==> src/rtl/uwm_pkg.sv <==
package uwm_pkg;

    typedef enum logic [2:0] {
        ST_IDLE,
        ST_RD_REQ,
        ST_RD_WAIT,
        ST_WR_REQ,
        ST_FINISH
    } uwm_state_e;

    typedef struct packed {
        logic is_store;
        logic is_left;
    } uwm_op_t;

endpackage

==> src/rtl/uwm_load_merge.sv <==
// Merges an aligned memory word into the old register contents.
module uwm_load_merge #(
    parameter int DW = 32,
    localparam int NB = DW / 8,
    localparam int OW = $clog2(NB)
) (
    input  logic          is_left,
    input  logic [OW-1:0] ofs,
    input  logic [DW-1:0] mem_word,
    input  logic [DW-1:0] old_word,
    output logic [DW-1:0] merged
);
    localparam logic [DW-1:0] ALL1 = '1;

    int sh;

    always_comb begin
        if (is_left) begin
            // memory low bytes climb to the top of the register
            sh     = 8 * (NB - 1 - int'(ofs));
            merged = (mem_word << sh) | (old_word & ~(ALL1 << sh));
        end else begin
            // memory high bytes drop to the bottom of the register
            sh     = 8 * int'(ofs);
            merged = (mem_word >> sh) | (old_word & ~(ALL1 >> sh));
        end
    end
endmodule

==> src/rtl/uwm_store_merge.sv <==
// Merges register bytes into the aligned memory word read back.
module uwm_store_merge #(
    parameter int DW = 32,
    localparam int NB = DW / 8,
    localparam int OW = $clog2(NB)
) (
    input  logic          is_left,
    input  logic [OW-1:0] ofs,
    input  logic [DW-1:0] mem_word,
    input  logic [DW-1:0] src_word,
    output logic [DW-1:0] merged
);
    localparam logic [DW-1:0] ALL1 = '1;

    int sh;

    always_comb begin
        if (is_left) begin
            sh     = 8 * (NB - 1 - int'(ofs));
            merged = (src_word >> sh) | (mem_word & ~(ALL1 >> sh));
        end else begin
            sh     = 8 * int'(ofs);
            merged = (src_word << sh) | (mem_word & ~(ALL1 << sh));
        end
    end
endmodule

==> src/rtl/uwm_unit.sv <==
module uwm_unit #(
    parameter int AW = 32,
    parameter int DW = 32,
    parameter int IW = 5,
    localparam int NB = DW / 8,
    localparam int OW = $clog2(NB)
) (
    input  logic          clk,
    input  logic          rst_n,
    input  logic          start,
    input  logic          op_store,
    input  logic          op_left,
    input  logic [AW-1:0] addr,
    input  logic [DW-1:0] reg_in,
    input  logic [IW-1:0] reg_idx,
    output logic          busy,
    output logic          done,
    output logic [DW-1:0] result,
    output logic [IW-1:0] result_idx,
    output logic          mem_req,
    output logic          mem_we,
    output logic [AW-1:0] mem_addr,
    output logic [DW-1:0] mem_wdata,
    input  logic          mem_gnt,
    input  logic          mem_rvalid,
    input  logic [DW-1:0] mem_rdata
);
    import uwm_pkg::*;

    uwm_state_e    state_q, state_d;
    uwm_op_t       op_q;
    logic [OW-1:0] ofs_q;
    logic [AW-1:0] base_q;
    logic [DW-1:0] src_q;
    logic [IW-1:0] idx_q;
    logic [DW-1:0] mem_q;

    logic          fwd_valid_q;
    logic [IW-1:0] fwd_idx_q;
    logic [DW-1:0] fwd_data_q;

    logic [DW-1:0] ld_merged;
    logic [DW-1:0] st_merged;
    logic          accept;
    logic          use_fwd;

    assign accept  = (state_q == ST_IDLE) && start;
    assign use_fwd = fwd_valid_q && !op_store && (reg_idx == fwd_idx_q);

    uwm_load_merge #(.DW(DW)) u_ld_merge (
        .is_left  (op_q.is_left),
        .ofs      (ofs_q),
        .mem_word (mem_q),
        .old_word (src_q),
        .merged   (ld_merged)
    );

    uwm_store_merge #(.DW(DW)) u_st_merge (
        .is_left  (op_q.is_left),
        .ofs      (ofs_q),
        .mem_word (mem_q),
        .src_word (src_q),
        .merged   (st_merged)
    );

    // state register
    always_ff @(posedge clk or negedge rst_n) begin
        if (!rst_n) state_q <= ST_IDLE;
        else        state_q <= state_d;
    end

    // transitions
    always_comb begin
        state_d = state_q;
        unique case (state_q)
            ST_IDLE:    if (start)      state_d = ST_RD_REQ;
            ST_RD_REQ:  if (mem_gnt)    state_d = ST_RD_WAIT;
            ST_RD_WAIT: if (mem_rvalid) state_d = op_q.is_store ? ST_WR_REQ : ST_FINISH;
            ST_WR_REQ:  if (mem_gnt)    state_d = ST_FINISH;
            ST_FINISH:                  state_d = ST_IDLE;
            default:                    state_d = ST_IDLE;
        endcase
    end

    // outputs
    always_comb begin
        busy       = 1'b1;
        done       = 1'b0;
        mem_req    = 1'b0;
        mem_we     = 1'b0;
        mem_addr   = base_q;
        mem_wdata  = st_merged;
        result     = op_q.is_store ? st_merged : ld_merged;
        result_idx = idx_q;
        unique case (state_q)
            ST_IDLE:    busy = 1'b0;
            ST_RD_REQ:  mem_req = 1'b1;
            ST_RD_WAIT: ;
            ST_WR_REQ:  begin mem_req = 1'b1; mem_we = 1'b1; end
            ST_FINISH:  done = 1'b1;
            default:    busy = 1'b0;
        endcase
    end

    // operation capture and read data
    always_ff @(posedge clk or negedge rst_n) begin
        if (!rst_n) begin
            op_q   <= '0;
            ofs_q  <= '0;
            base_q <= '0;
            src_q  <= '0;
            idx_q  <= '0;
            mem_q  <= '0;
        end else begin
            if (accept) begin
                op_q.is_store <= op_store;
                op_q.is_left  <= op_left;
                ofs_q         <= addr[OW-1:0];
                base_q        <= {addr[AW-1:OW], {OW{1'b0}}};
                src_q         <= use_fwd ? fwd_data_q : reg_in;
                idx_q         <= reg_idx;
            end
            if ((state_q == ST_RD_WAIT) && mem_rvalid)
                mem_q <= mem_rdata;
        end
    end

    // forwarding slot: last completed load result
    always_ff @(posedge clk or negedge rst_n) begin
        if (!rst_n) begin
            fwd_valid_q <= 1'b0;
            fwd_idx_q   <= '0;
            fwd_data_q  <= '0;
        end else if (state_q == ST_FINISH) begin
            if (op_q.is_store) begin
                fwd_valid_q <= 1'b0;
            end else begin
                fwd_valid_q <= 1'b1;
                fwd_idx_q   <= idx_q;
                fwd_data_q  <= ld_merged;
            end
        end
    end
endmodule

==> config.mk <==
export PLATFORM = sky130hd
export DESIGN_NAME = uwm_unit
export DESIGN_NICKNAME = d
export VERILOG_FILES = /design/src/rtl/uwm_pkg.sv /design/src/rtl/uwm_load_merge.sv /design/src/rtl/uwm_store_merge.sv /design/src/rtl/uwm_unit.sv
export SDC_FILE = /design/constraint.sdc
export NUM_CORES = 1
export LEC_CHECK = 0
export ABC_AREA = 0
export BUFFER_PORTS_ARGS = -buffer_cell sky130_fd_sc_hd__buf_2
export CAP_MARGIN = 20
export CORE_UTILIZATION = 30
export CTS_CLUSTER_SIZE = 16
export DETAILED_ROUTE_END_ITERATION = 6
export PLACE_DENSITY_LB_ADDON = 0.2
export SKIP_CTS_REPAIR_TIMING = 1
export SYNTH_ARGS = -nofsm -noshare
export SYNTH_HDL_FRONTEND = slang
export SYNTH_HIERARCHICAL = 1
export SYNTH_SLANG_ARGS = --single-unit
==> constraint.sdc <==
create_clock -name clk -period 5.15 [get_ports clk]
set_clock_uncertainty 0.05 [all_clocks]
set_input_delay 0.515 -clock clk [delete_from_list [all_inputs] [get_ports clk]]
set_output_delay 0.515 -clock clk [all_outputs]
set_load 0.03 [all_outputs]
Word-level counts from Yosys, hierarchy flattened
Index checks and enable logic that the tools add are counted.
Cells by class
  add/subtract/negate cells: 1
  multipliers: 0
  divide/modulo/power cells: 0
  magnitude comparators: 0
  equality and inequality tests: 9
  shift operators: 8
  muxes and demuxes: 15
  bitwise gates (word level): 13
  reduce and logical (&&, ||, !) cells: 10
Operator list (number)
  32-bit AND: 4
  32-bit 2-to-1 mux: 4
  32-bit inverter: 4
  32-bit bitwise OR: 4
  32-bit by 32-bit left shift with 32-bit output: 1
  32-bit by 32-bit left shift with 32-bit output, first input constant: 1
  32-bit by 5-bit left shift with 32-bit output: 1
  32-bit by 5-bit left shift with 32-bit output, first input constant: 1
  32-bit by 32-bit right shift with 32-bit output: 1
  32-bit by 32-bit right shift with 32-bit output, first input constant: 1
  32-bit by 5-bit right shift with 32-bit output: 1
  32-bit by 5-bit right shift with 32-bit output, first input constant: 1
  3-bit 2-to-1 mux: 5
  3-bit case mux with 4 select lines: 1
  2-bit != test, second input constant: 4
  3-bit by 2-bit == test with 1-bit output, second input constant: 2
  5-bit == test: 1
  1-bit 2-to-1 mux: 5
  1-bit logical AND: 4
  4-bit AND reduction: 1
  4-bit OR reduction: 1
  3-bit by 1-bit == test with 1-bit output, second input constant: 1
  3-bit == test, second input constant: 1
  3-bit logical NOT: 1
  other kinds (5): 5
Storage, ports and cells
  bits in registers: 144
  bits in latches: 0
  RAM bits: 0
  bits in read-only memories: 0
  input port bits: 108
  output and inout port bits: 105
  logic and storage cells: 67
  memories kept: 0

Logic depth before layout (Yosys ltp)
Gate-level depths: netlist of the first run.
  depth after elaboration: 7
  depth in mapped cells: 7
  gate-level depth less buffers: 4

Hierarchy
Netlist of the first run, hierarchy kept.
By module, submodules not included
  uwm_unit: instances 1, cells each 519, area an instance 6467.5 um^2, seq. area each 3603.5 um^2
  uwm_store_merge: instances 1, cells each 165, area an instance 1376.3 um^2, seq. area each 0.0 um^2
  uwm_load_merge: instances 1, cells each 165, area an instance 1353.8 um^2, seq. area each 0.0 um^2

Least setup slack after synthesis of the first run
OpenSTA, ideal clock, no wires.
  path kind: register -> output
  from: register ofs_q[1]
  to: output result[4]
  arrival: 2155 ps
  data required time: 4585 ps
  path slack: 2430 ps
  stages on the path, launching flop included: 7
  path buffers: 2
  cells stage by stage: dfrtp_1 buf_6 or2_1 buf_4 mux2i_1 o21ai_0 mux2_2
On the way
  word-level cells in the longest chain between the ends: 7
  elaborated cells on any way between the ends: 24
  those cells by class: add/sub (1); shift (8); mux (3); bitwise (12)
RTL lines
  from (decl): line uwm_unit.sv:32  | logic [OW-1:0] ofs_q;
  from (signal assigned): line uwm_unit.sv:118  | ofs_q <= addr[OW-1:0];
  2-bit by 2-bit subtractor with 3-bit output: line uwm_store_merge.sv:19  | sh = 8 * (NB - 1 - int'(ofs));
  32-bit by 32-bit right shift with 32-bit output: line uwm_store_merge.sv:20  | merged = (src_word >> sh) | (mem_word & ~(ALL1 >> sh));
  32-bit inverter: line uwm_store_merge.sv:20
  32-bit AND: line uwm_store_merge.sv:20
  32-bit bitwise OR: line uwm_store_merge.sv:20
  32-bit 2-to-1 mux (*): line uwm_store_merge.sv:18  | if (is_left) begin
  net mem_wdata[4]: line uwm_unit.sv:23  | output logic [DW-1:0] mem_wdata,
  32-bit 2-to-1 mux (*): line uwm_unit.sv:93  | result = op_q.is_store ? st_merged : ld_merged;
  to (decl): line uwm_unit.sv:18  | output logic [DW-1:0] result,
The timed path passes the listed nets; every way through them passes the cells marked *.

Worst setup path in the final report of the first run
  from: register ofs_q[1]
  to: output result[0]
On the way
  word-level cells in the longest chain between the ends: 7
  elaborated cells on any way between the ends: 24
  those cells by class: add/sub (1); shift (8); mux (3); bitwise (12)
RTL lines (line)
  2-bit by 2-bit subtractor with 3-bit output: uwm_load_merge.sv:20, uwm_store_merge.sv:19
  32-bit by 32-bit left shift with 32-bit output or 32-bit by 32-bit right shift with 32-bit output (tied branches): uwm_load_merge.sv:21, uwm_store_merge.sv:20
  32-bit inverter (on tied branches): uwm_load_merge.sv:21, uwm_store_merge.sv:20
  32-bit AND (on tied branches): uwm_load_merge.sv:21, uwm_store_merge.sv:20
  32-bit bitwise OR (on tied branches): uwm_load_merge.sv:21, uwm_store_merge.sv:20
  32-bit 2-to-1 mux (on tied branches): uwm_load_merge.sv:18, uwm_store_merge.sv:18
  32-bit 2-to-1 mux (*): uwm_unit.sv:93
Every way passes the cells marked *; elsewhere a longest branch is shown, timed or not.

==> impl_results.md, run 1 <==
- Outcome: finished with violations
- Failing checks: negative hold slack
- Max Clk Rate: 277 MHz
- R2r startpoint: ofs_q[0]
- Reg2reg end: fwd_data_q[24]
- Initial DRT Pass Iterations: 5
- Synth Flop Type: dfrtp_1
- RSZ-0062 raised after global routing: no
- Clock buffer count from CTS: 17
- First-pass GRT wire length: 47.1 mm
- Area growth from synthesis to layout: 20.1%
- Sequential cell area fraction in the yosys report: 39.2%
- Worst-Margin Slew: 973 ps
- CTS root buf: clkbuf_16
- Port bufs: 210
- Vias: around 7500
- Core Rows: 63
- GPL Wtd Cong: 0.881
- Vias/cell: about 5.3
- Register area: 3610 µm²
- Clock transition at path regs: 70 ps
- Top Ports: ~210
- Deepest clock path buffer count: 2
- Die Wd: ~180 µm
- Initial antenna violation count: 4
- Post-DP HPWL: 22.4 mm
- Core area: 29900 µm²
- Synth warn: 6
- CTS tree: built
- Die area: 31400 µm²
- Min Tclk post-route: 3610 ps
- Mapped Area: 9200 µm²
- Cell accounting for the most synthesized area: dfrtp_1
- Synth area leaders: dfrtp_1 39%, mux2_1 13%, mux2i_1 13%
- Worst Path Arrival: 3050 ps
- H-tree levels: 4
- Grt ovf: 0
- Count of final max-slew check failures: 0
- Final Hold Fails: 6
- Layout cells sized above 1: about 30%
- Async set or reset register ratio after synthesis: 100%
- Worst Setup Path Type: register to primary output
- Reg-to-reg setup timing slack: 2570 ps
- Vias in the first global route: roughly 7200
- Tcrit/Tclk final: 70.1%
- TritonCTS Sinks: 144
- Avg Inst Size Synth: 10.8 µm²
- Synth top area share: 39.2%
- Routed Wire Length: between 30 and 40 mm
- Commonest cells in the netlist: 144 x dfrtp_1, 119 x mux2i_1, 108 x mux2_1
- Nets: 1124
- Hold Slack: -15.0 ps
- CP startpoint kind: register
- Max-slew headroom: 35.1%
- GRT Overall Usage: 20.2%
- Clk_lat worst skew: roughly 440 ps
- # setup viols final: 0
- Setup tns final: 0 ps
- Antenna-violating nets left: 0
- Post-Synthesis Cells: 849
- Critical Path RT: 4590 ps
- Cells on worst reg2reg path: 5
- Synth Register Bits: 144
- Max-cap violation count: 0
- Area of the multi-input gates: 5050 µm²
- Netlist cell types: between 40 and 50
- Filler instances: roughly 3000
- Crit-path max FO: 18
- Count leader, synth: dfrtp_1
- Worst min-delay path class: primary input to asynchronous set/reset pin
- Die span in y: 177 µm
- Crit. End Element: primary output
- Post-synth EDFFs: 0
- Largest net degree at the start of global routing: 142
- Iteration-0 DRC Markers: 589
- Starting Density: a little under a third
- Post-route DRC: 0
- WL/cell: 22.0 µm
[worst max-delay path, stage by stage, from the launching register on]
cell	delay, ps
dfrtp_1	590
buf_4	310
or2_1	780
mux2i_1	260
mux2i_1	140
mux2_2	320
buf_2	190
[metrics by stage]
step           hold slack (ps)  instances  worst slack (ps)  cell area (µm²)  utilization (%)
2_1_floorplan              169        850              2430             9200                -
3_3_place_gp               414       1387              2080            10400             34.9
3_5_place_dp               419       1387              2030            10400             34.9
4_1_cts                  -8.59       1419              1540            11000             37.0
5_1_grt                   12.7       1420              1400            11000             37.0
6_report                 -15.0       1420              1540            11000             37.0
[worst max-delay path by stage]
| stage | startpoint | slack (ps) | to |
|---|---|---|---|
| 2_1_floorplan | ofs_q[1] | 2430 | result[4] |
| 3_3_place_gp | ofs_q[0] | 2080 | result[24] |
| 3_5_place_dp | ofs_q[1] | 2030 | result[0] |
| 4_1_cts | ofs_q[1] | 1540 | result[0] |
| 5_1_grt | ofs_q[1] | 1400 | result[5] |
| 6_report | ofs_q[1] | 1540 | result[0] |
[kinds of logic (layout without fill, tap and decap cells)]
group	after synthesis	count (layout)	synth area share [%]
DFF	144	144	39.2
buffers and inverters	101	280	6.18
AOI/OAI and AO/OA	192	192	13.2
other	1	3	0.0408
and+or+nand+nor	123	123	6.68
xor gates and xnor gates	7	7	0.667
muxes	281	281	34.0
[placed cells by master, fill, tap and decap left out, types with 10 or more instances in the layout]
cell type  instances
nor2_1            38
mux2i_1          119
or4_1             16
inv_1             20
mux2_1           108
a31oi_1           16
clkbuf_16         17
o22ai_1           10
o21ai_0           71
o221ai_1          22
o31a_1            16
a21o_1            21
nand2_1           44
a21oi_1           23
mux2_2            45
buf_2            209
buf_4             15
dfrtp_1          142
[layer usage]
| layer | track usage (%) | part of all wire (%) |
|---|---|---|
| met5 | 0 | 0.083 |
| met4 | 7.08 | 2.2 |
| met3 | 5.20 | 7.8 |
| met2 | 28.8 | 44 |
| met1 | 29.1 | 46 |
[sequential cells by signal, summed over array words and instances (netlist names)]
signal	count
fwd_data_q	32
mem_q	32
result_idx	5
fwd_idx_q	5
ofs_q	2
src_q	32
op_q	2
fwd_valid_q	1
state_q	3
mem_addr	30
[cell type report]
type                       instances  share of cell area, %
sequential                       144                   32.7
clock buffer                      19                   4.01
antenna                            1                 0.0227
tap                              390                   4.42
timing repair buffer             226                   10.8
multi-input combinational        605                   45.8
clock inverter                    13                   1.60
inverter                          22                  0.748
Power of run 1 is not shown: default switching activity piles up to over one toggle a cycle in this logic, so the estimate is an artifact.
==> run 2: changes to the inputs <==
==> constraint.sdc (replaced) <==
create_clock -name clk -period 3.1 [get_ports clk]
set_clock_uncertainty 0.05 [all_clocks]
set_input_delay 0.31 -clock clk [delete_from_list [all_inputs] [get_ports clk]]
set_output_delay 0.31 -clock clk [all_outputs]
set_load 0.03 [all_outputs]
==> run 2 against run 1 <==
Effect of this change: the run now ends clean; final cell count is 1.4% higher; design area rose by 1.5%; die area unchanged; worst setup slack got worse by 1500 ps; first-iteration DRC count fell by 11%; sequential share of layout area fell by 0.46 points; critical path type unchanged; highest routed layer unchanged.
==> impl_results.md, run 2 (same netlist as run 1, synthesis figures left out) <==
- Clock transition at path regs: approximately 70 ps
- Grt ovf: 0
- Max Clk Rate: 330 MHz
- Max-cap violation count: 0
- Most common cell after layout, fill and taps aside: buf_2
- Clock buffer count from CTS: 17
- H-tree levels: 4
- Worst Setup Path Type: register to primary output
- Outcome: finished, final reports clean
- RSZ-0062 raised after global routing: no
- CP startpoint kind: register
- TritonCTS Sinks: ~140
- Vias/cell: 5.27
- Initial antenna violation count: 6
- Worst Path Arrival: 2670 ps
- Vias: 7582
- Die area: 31400 µm²
- Setup WS pre-CTS: 509 ps
- Tcrit/Tclk final: between 90% and 100%
- Post-route DRC: 0
- Die span in y: 177 µm
- Final Worst Setup Slack: 72.2 ps
- Top flop regs: fwd_data_q: 32 flops, mem_q: 32 flops, src_q: 32 flops
- Clk_lat worst skew: roughly 430 ps
- Core Rows: 63
- Die Wd: between 150 and 200 µm
- Slowest stage cell, crit path: dfrtp_4
- Crit-path max FO: 69
- Crit-path cells: buf_12, mux2i_1, o22ai_1, a21o_1, mux2_2, buf_2
- Nets: 1141
- Max-slew headroom: about a third
- Worst min-delay path class: primary input to register
- Layout cells sized above 1: 32.0%
- Worst path top cell family by delay: multiplexers
- CTS root buf: clkbuf_16
- Final Hold Fails: 0
- Antenna-violating nets left: 0
- First-pass GRT wire length: 47.3 mm
- Filler instances: roughly 3000
- Vias in the first global route: 7409
- Setup tns final: 0 ps
- Most frequent cells in the layout: 209 x buf_2, 142 x dfrtp_1, 119 x mux2i_1
- Crit. End Element: primary output
- Starting Density: 30.8%
- Min Tclk post-route: 3030 ps
- Core area: 29900 µm²
- WL/cell: between 20 and 25 µm
- Number of buffers and inverters on the critical path: 2
- Deepest clock path buffer count: 2
- Crit path largest cell delay: 630 ps
- GRT Overall Usage: 20.3%
- # setup viols final: 0
- Critical Path RT: 2740 ps
- Port bufs: 210
- Area growth from synthesis to layout: 21.9%
- Initial DRT Pass Iterations: 5
- Iteration-0 DRC Markers: between 500 and 600
- GPL Wtd Cong: 0.860
- CTS tree: built
- Count of final max-slew check failures: 0
- Largest net degree at the start of global routing: 104
- Routed Wire Length: 31.6 mm
- Post-DP HPWL: 22.9 mm
- Top Ports: ~210
- Worst-Margin Slew: 1020 ps
run 2: changes by cell type in the layout (fill, tap and decap cells not counted), sizes merged, moves of 2 or more:
cell,before,now
bufinv,3,1
diode,1,4
buf,226,242
inv,28,32
run 2: cell type report:
type | instances | area, µm² | share of cell area (%)
antenna | 4 | 10.0 | 0.0893
clock buffer | 18 | 439 | 3.92
clock inverter | 14 | 159 | 1.42
inverter | 22 | 82.6 | 0.737
multi-input combinational | 605 | 5060 | 45.1
sequential | 144 | 3610 | 32.2
tap | 390 | 488 | 4.35
timing repair buffer | 243 | 1360 | 12.1
run 2: per-layer routing:
metal / global-route usage (%) / part of all wire (%) / up-vias
met2: 30.4 / 45 / 272
met3: 4.30 / 6.7 / 36
met1: 29.1 / 47 / 3757
met4: 6.11 / 1.8 / 6
li1: - / - / 3511
met5: 0 / 0.11 / -
run 2: metrics by stage:
stage	instances	area, µm²	hold WS [ps]	utilization, %
2_1_floorplan	850	9200	-35.6	-
3_3_place_gp	1402	10600	359	35.4
3_5_place_dp	1402	10600	359	35.4
4_1_cts	1434	11200	-117	37.4
5_1_grt	1437	11200	16.4	37.5
6_report	1440	11200	36.7	37.5
run 2: final timing paths:
path,cells past startpoint,to,slack (ps),start
setup / recovery,6,result[20],70,op_q[0]
hold / removal,2,mem_addr[28],40,addr[28]
setup reg to reg,4,src_q[15],800,fwd_idx_q[2]
hold reg to reg,1,mem_addr[10],430,mem_addr[10]
max in group asynchronous,3,src_q[6],1780,rst_n
min in group asynchronous,2,src_q[19],440,rst_n
Power of run 2 is left out for the same reason.
==> run 3: changes to the inputs <==
--- a/config.mk
+++ b/config.mk
@@ -8,6 +8,7 @@
 export ABC_AREA = 0
 export BUFFER_PORTS_ARGS = -buffer_cell sky130_fd_sc_hd__buf_2
 export CAP_MARGIN = 20
+export CORE_MARGIN = 5
 export CORE_UTILIZATION = 30
 export CTS_CLUSTER_SIZE = 16
 export DETAILED_ROUTE_END_ITERATION = 6
==> run 3 against run 2 <==
Effect of this change: critical path depth is the same; utilization fell by 0.32 points; sequential share of layout area down 0.30 points.
==> impl_results.md, run 3 (same netlist as run 1, synthesis figures left out) <==
- CTS tree: built
- Worst-Margin Slew: 787 ps
- Vias in the first global route: 7450
- R2r startpoint: fwd_idx_q[2]
- Vias: 7688
- Final core occ: 37.2%
- CP startpoint kind: register
- RSZ-0062 raised after global routing: no
- Tcrit/Tclk final: 98.4%
- Grt ovf: 0
- H-tree levels: 4
- GRT Overall Usage: 18.8%
- Crit path largest cell delay: 780 ps
- Max-slew headroom: 47.6%
- Critical Path RT: 2740 ps
- Top flop regs: fwd_data_q: 32 flops, mem_q: 32 flops, src_q: 32 flops
- Cells on worst reg2reg path: 6
- Max Clk Rate: 328 MHz
- Min Tclk post-route: about 3000 ps
- Post-DP HPWL: 24.3 mm
- Grt peak-use layer: met2
- Core area: ~30000 µm²
- Crit-path cells: buf_12, mux2i_1, o22ai_1, a21o_1, mux2_2, buf_2
- Port bufs: between 200 and 250
- Clk_lat worst skew: 430 ps
- Worst Path Arrival: 2690 ps
- Count of final max-slew check failures: 0
- Max-cap violation count: 0
- Worst path top cell family by delay: flip-flops
- Worst min-delay path class: primary input to register
- Nets: about 1100
- Setup WS pre-CTS: 388 ps
- Crit. End Element: primary output
- Vias/cell: 5.30
- Most frequent cells in the layout: 209 x buf_2, 141 x dfrtp_1, 119 x mux2i_1
- Outcome: finished, final reports clean
- Initial antenna violation count: 7
- Most common cell after layout, fill and taps aside: buf_2
- HP Start: addr[11]
- Post-route DRC: 0
- Core Rows: 64
- Die span in y: 185 µm
- Starting Density: between 30% and 40%
- First-pass GRT wire length: ~50 mm
- Iteration-0 DRC Markers: 520
- # setup viols final: 0
- Number of buffers and inverters on the critical path: 2
- Reg-to-reg setup timing slack: 830 ps
- Clock buffer count from CTS: 17
- TritonCTS Sinks: 144
- Deepest clock path buffer count: 2
- Largest net degree at the start of global routing: 75
- Routed Wire Length: 33.1 mm
- Met1 Use GR: between 20% and 30%
- Final Hold Fails: 0
- Area growth from synthesis to layout: 23.1%
- Crit-path max FO: 41
- Initial DRT Pass Iterations: 5
- Reg2reg end: src_q[21]
- Slowest stage cell, crit path: dfrtp_4
- Die area: 34300 µm²
- Clock transition at path regs: approximately 70 ps
- Routing usage on met3: 5.01%
- Worst Setup Path Type: register to primary output
- GPL Wtd Cong: 0.894
- WL/cell: about 23 µm
- Top Ports: between 200 and 250
- GRT met2 Usage: about 28%
- CTS root buf: clkbuf_16
- Final Worst Setup Slack: 50.2 ps
- Antenna-violating nets left: 0
- Worst Hold Path EP: mem_addr[11]
- Layout cells sized above 1: ~32%
- Die Wd: approximately 190 µm
- WHS Path Cells: 2
==> run 3: cell types whose count changed in the layout (fill, tap and decap cells not counted), moves of 2 or more <==
cell       change
buf_4          +4
diode_2        -3
inv_6          -3
buf_12         +2
bufinv_16      +2
clkbuf_1       +2
clkinv_4       +2
inv_8          -2
==> run 3: layout make-up <==
class	instances	area [µm²]
Fill cell	3076	19100
Multi-Input combinational cell	605	5060
Sequential cell	144	3610
Timing Repair Buffer	250	1460
Tap cell	396	495
Clock buffer	19	433
Clock inverter	13	176
Inverter	22	82.6
Antenna cell	1	2.50
==> run 3: worst reg2reg max path: cells and delay by family, from the launching register on <==
family / cells / cell delay, ps
compound gates: 2 / 660
simple gates: 1 / 380
xor+xnor: 1 / 170
buf+inv: 2 / 480
flops: 1 / 390
==> run 3: worst max-delay path by stage <==
| stage | start | to | slack, ps | depth (start not counted) |
|---|---|---|---|---|
| 3_5_place_dp | ofs_q[0] | result[3] | 390 | 6 |
| 3_3_place_gp | ofs_q[0] | result[3] | 390 | 6 |
| 2_1_floorplan | ofs_q[1] | result[4] | 580 | 6 |
| 5_1_grt | op_q[0] | result[20] | 7 | 6 |
| 6_report | op_q[0] | result[20] | 50 | 6 |
| 4_1_cts | ofs_q[0] | result[18] | -90 | 6 |
==> run 3: through the flow <==
stage	TNS, ps	cells	hold slack (ps)	area [µm²]
after floorplan	0	850	-35.6	9200
after global placement	0	1414	361	10600
after detailed placement	0	1414	359	10600
after CTS	-735	1446	-106	11300
after global routing	0	1450	19.5	11300
final	0	1450	41.3	11300
==> run 3: layer usage <==
metal / wire (µm) / part of all wire (%)
met1: 15000 / 45
met2: 15000 / 45
met3: 2420 / 7.3
met4: 577 / 1.7
met5: 94 / 0.28
Power of run 3 is left out for the same reason.
